$ cat src/rtl/line_state_pkg.sv
package line_state_pkg;
  localparam int unsigned STATE_W = 2;

  typedef enum logic [STATE_W-1:0] {
    LS_INV = 2'd0,
    LS_VAL = 2'd1,
    LS_DRT = 2'd2
  } line_st_e;

  typedef enum logic [2:0] {
    EV_IDLE,
    EV_SNOOP,
    EV_PUSH,
    EV_INVAL,
    EV_WR_HIT,
    EV_WR_MISS,
    EV_RD_HIT,
    EV_RD_MISS
  } line_ev_e;
endpackage

$ cat src/rtl/line_event_dec.sv
module line_event_dec
  import line_state_pkg::*;
#(
  parameter bit WR_FIRST = 1'b1
) (
  input  line_st_e cur_st_i,
  input  logic     rd_i,
  input  logic     wr_i,
  input  logic     hit_i,
  input  logic     inval_i,
  input  logic     push_i,
  input  logic     snoop_hit_i,
  output line_ev_e ev_o
);
  logic     hit_eff;
  line_ev_e rd_ev, wr_ev, acc_ev;

  // an invalid line can never hit
  assign hit_eff = hit_i && (cur_st_i != LS_INV);
  assign rd_ev   = hit_eff ? EV_RD_HIT : EV_RD_MISS;
  assign wr_ev   = hit_eff ? EV_WR_HIT : EV_WR_MISS;

  generate
    if (WR_FIRST) begin : g_wr_first
      always_comb begin
        if (wr_i)      acc_ev = wr_ev;
        else if (rd_i) acc_ev = rd_ev;
        else           acc_ev = EV_IDLE;
      end
    end else begin : g_rd_first
      always_comb begin
        if (rd_i)      acc_ev = rd_ev;
        else if (wr_i) acc_ev = wr_ev;
        else           acc_ev = EV_IDLE;
      end
    end
  endgenerate

  always_comb begin
    if (snoop_hit_i)  ev_o = EV_SNOOP;
    else if (push_i)  ev_o = EV_PUSH;
    else if (inval_i) ev_o = EV_INVAL;
    else              ev_o = acc_ev;
  end
endmodule

$ cat src/rtl/line_next_state.sv
module line_next_state
  import line_state_pkg::*;
(
  input  line_st_e cur_st_i,
  input  line_ev_e ev_i,
  input  logic     copyback_i,
  output line_st_e nxt_st_o,
  output logic     wb_o,
  output logic     alloc_o
);
  logic is_dirty;
  assign is_dirty = (cur_st_i == LS_DRT);

  always_comb begin
    nxt_st_o = cur_st_i;
    wb_o     = 1'b0;
    alloc_o  = 1'b0;
    unique case (ev_i)
      EV_SNOOP: nxt_st_o = LS_INV;
      EV_PUSH: begin
        nxt_st_o = LS_INV;
        wb_o     = is_dirty;
      end
      EV_INVAL: nxt_st_o = LS_INV; // dirty data dropped
      EV_RD_MISS: begin
        nxt_st_o = LS_VAL;
        alloc_o  = 1'b1;
        wb_o     = is_dirty;
      end
      EV_WR_MISS: begin
        if (copyback_i) begin
          nxt_st_o = LS_DRT;
          alloc_o  = 1'b1;
          wb_o     = is_dirty;
        end
      end
      EV_WR_HIT: begin
        if (copyback_i) nxt_st_o = LS_DRT;
      end
      EV_RD_HIT, EV_IDLE: nxt_st_o = cur_st_i;
      default: nxt_st_o = cur_st_i;
    endcase
  end
endmodule

$ cat src/rtl/line_state_fsm.sv
module line_state_fsm
  import line_state_pkg::*;
(
  input  logic               clk_i,
  input  logic               rst_ni,
  input  logic               rd_i,
  input  logic               wr_i,
  input  logic               hit_i,
  input  logic               copyback_i,
  input  logic               inval_i,
  input  logic               push_i,
  input  logic               snoop_hit_i,
  output logic [STATE_W-1:0] state_o,
  output logic               writeback_o,
  output logic               alloc_o
);
  line_st_e st_q, st_d;
  line_ev_e ev;

  line_event_dec #(.WR_FIRST(1'b1)) u_dec (
    .cur_st_i   (st_q),
    .rd_i       (rd_i),
    .wr_i       (wr_i),
    .hit_i      (hit_i),
    .inval_i    (inval_i),
    .push_i     (push_i),
    .snoop_hit_i(snoop_hit_i),
    .ev_o       (ev)
  );

  line_next_state u_nxt (
    .cur_st_i  (st_q),
    .ev_i      (ev),
    .copyback_i(copyback_i),
    .nxt_st_o  (st_d),
    .wb_o      (writeback_o),
    .alloc_o   (alloc_o)
  );

  always_ff @(posedge clk_i or negedge rst_ni) begin
    if (!rst_ni) st_q <= LS_INV;
    else         st_q <= st_d;
  end

  assign state_o = st_q;
endmodule

$ cat config.mk
export PLATFORM = sky130hd
export DESIGN_NAME = line_state_fsm
export DESIGN_NICKNAME = d
export VERILOG_FILES = /design/src/rtl/line_state_pkg.sv /design/src/rtl/line_event_dec.sv /design/src/rtl/line_next_state.sv /design/src/rtl/line_state_fsm.sv
export SDC_FILE = /design/constraint.sdc
export NUM_CORES = 1
export LEC_CHECK = 0
export ABC_CLOCK_PERIOD_IN_PS = 2150
export BUFFER_PORTS_ARGS = -buffer_cell sky130_fd_sc_hd__buf_2
export CORE_AREA = 5 5 42 44
export CTS_CLUSTER_DIAMETER = 100
export DETAILED_ROUTE_END_ITERATION = 6
export DIE_AREA = 0 0 47 49
export GPL_TIMING_DRIVEN = 0
export HOLD_SLACK_MARGIN = 0.05
export PLACE_DENSITY_LB_ADDON = 0.05
export SETUP_SLACK_MARGIN = 0.05
export SYNTH_ARGS = -nofsm -noshare
export SYNTH_HDL_FRONTEND = slang
export SYNTH_HIERARCHICAL = 1
export SYNTH_SLANG_ARGS = --single-unit
$ cat constraint.sdc
create_clock -name clk_i -period 2.15 [get_ports clk_i]
set_clock_uncertainty 0.05 [all_clocks]
set_input_delay 0.215 -clock clk_i [delete_from_list [all_inputs] [get_ports clk_i]]
set_output_delay 0.215 -clock clk_i [all_outputs]
set_load 0.05 [all_outputs]
==> metrics.cfg <==
[run_status]
status=completed

[timing]
setup_viol=0
relSlewSlack=0.690
fin_crit_ns=2.02
fmax_ghz=0.495
tightest_slew_ns=0.461
slew_violations=0
rsz0062_at_grt=false
tns_ns=0
period_share=0.939
hold_violations=0

[global_routing]
grt.total_usage=0.0662
grt_max_degree=6
antenna_found_initial=0
grt_pass1_vias=297
grt.overflow.total=0
grt_pass1_wl_um=1090

[synth]
syn-num-nets=33
ys_warn_count=6
syn_area_um2=188
synth_area_leader_cell=dfrtp_1
yosysUniqueCellTypes=14
synth-seq-cells=2
avgSynthCellArea_um2=7.82
synth.area.top_cells=dfrtp_1 (27%), o211a_1 (11%), o21ai_0 (11%)
ys_seq_area_frac=0.267
synth.top_cell.area_share=0.267
netlist_instances=24

[layout]
stdcell_count=58
drive_gt1_frac=0.571
nFillCells=174
area.growth.synth_to_final_pct=89.3
largest_reg_flops=2
diodes=0
nets=53

[clock_tree]
cts_made_buffers=3
clock_latency_ns=0.22
htreeDepth=1
clk_pin_slew_ns=0.03
cts.path.max_buffers=2
cts_tree=yes
root_buffer=clkbuf_4
numClockSinks=2

[critical_path]
r2r-start=state_o[0]
startpoint_type=register
arrival_ns=1.75
cp_max_fo=4
end_kind=output pin
worst_ep_required_time_ns=1.88
critPathKind=reg -> out
startpoint=state_o[0]

[power]
leakagePower_uw=0.000169
vdd_drop_max_mv=0.242
p_per_area_nw_per_um2=461

[floorplanning]
chipHeight_um=49
dieArea_um2=2300
initial_core_util=0.134
coreArea_um2=1400
rows=14
pin_count=13
die_w_um=47

[routing]
drt_iter0_drc=1
routed_wl_um=667
vias=249
drt-pass1-iter-count=2
drc_errors=0
drtAntennaViolNets=0
wl_per_cell_um=11.5
viasPerCell=4.29

[placed_design]
io_buffers=12
hpwl_um=506
place_inst=52
finalWeightedCongestion=0.684

[min_path]
hold_class=in -> async

[run]
drv_cap=0

[layout by cell type, fill, tap and decap left out, types with 2 or more instances in the layout]
cell	Yosys	layout
nor2_1	2	2
nand2b_1	3	3
clkbuf_4	0	3
buf_2	0	11
buf_4	0	2
dfrtp_2	0	2
o21ai_0	4	4
inv_1	2	2
[per-layer routing]
metal / track usage / share of wire / routed length [um] / up-vias
li1: - / - / - / 124
met1: 0.0637 / 0.37 / 250 / 117
met2: 0.109 / 0.53 / 353 / 8
met3: 0.0185 / 0.094 / 63 / 0
met4: 0.0553 / 0 / 0 / 0
met5: 0 / 0 / 0 / -
[area by class of cell]
cell class	instances	area [um^2]	share of cell area
multi-input combinational	20	161	0.454
clock buffer	3	22.5	0.0634
inverter	2	7.51	0.0211
tap	16	20.0	0.0563
timing repair buffer	15	91.3	0.257
sequential	2	52.6	0.148
[worst paths after layout]
path / depth (start not counted) / slack (ns) / end
worst max register to register: 5 / 0.67 / state_o[0]
min in group clk_i: 3 / 0.26 / state_o[1]
max in group asynchronous: 2 / 1.68 / state_o[1]
worst max-delay path: 5 / 0.13 / writeback_o
worst min-delay path: 2 / 0.26 / state_o[0]
worst min register to register: 3 / 0.61 / state_o[0]
[worst max-delay path, cell delays in order (launching register included)]
cell and delay (ns):
dfrtp_2 0.41, o21a_1 0.20, o311ai_4 0.32, and2b_1 0.23
o211a_4 0.22, buf_6 0.15
[cells in the mapped netlist]
library cell / instances
o311ai_1: 1
and2b_2: 1
nor4_1: 2
nor2_1: 2
inv_1: 2
and2b_1: 1
o21ai_0: 4
o211a_1: 2
dfrtp_1: 2
nor2b_1: 1
o21a_1: 1
a21o_1: 1
a21oi_1: 1
nand2b_1: 3
[timing repair]
action | 4_1_cts | 5_1_grt
gates resized for setup | 2 | 2
endpoints found under the setup margin | 1 | 1
pin swaps | 1 | 1
setup buffers | 2 | 0
hold buffers | 1 | 0
hold endpoints to repair | 2 | 0
[logic make-up (layout without fill, tap and decap cells)]
kind of cell	Yosys count	in the layout	share of synthesized area
flops	2	2	0.267
buf+inv	2	20	0.0400
simple gates	10	10	0.327
compound gates	10	10	0.367
[power breakdown]
part           internal (uW)  switching (uW)
Clock                   61.5            20.2
Combinational           18.7            23.7
Sequential              39.0           0.685
Total                    119            44.6
[per-stage QoR]
step | setup slack, ns | util | instance area, um^2 | total power, uW | hold WS, ns
after detailed placement | 0.140 | 0.204 | 285 | 75.1 | -0.0499
after global routing | 0.0746 | 0.254 | 355 | 181 | 0.265
after CTS | 0.0630 | 0.246 | 345 | 170 | 0.255
final | 0.131 | 0.254 | 355 | 164 | 0.262
after global placement | 0.118 | 0.204 | 285 | 74.6 | -0.0507
after floorplan | 0.0660 | - | 205 | 60.4 | -0.131
(Power assumes the default switching activity.)
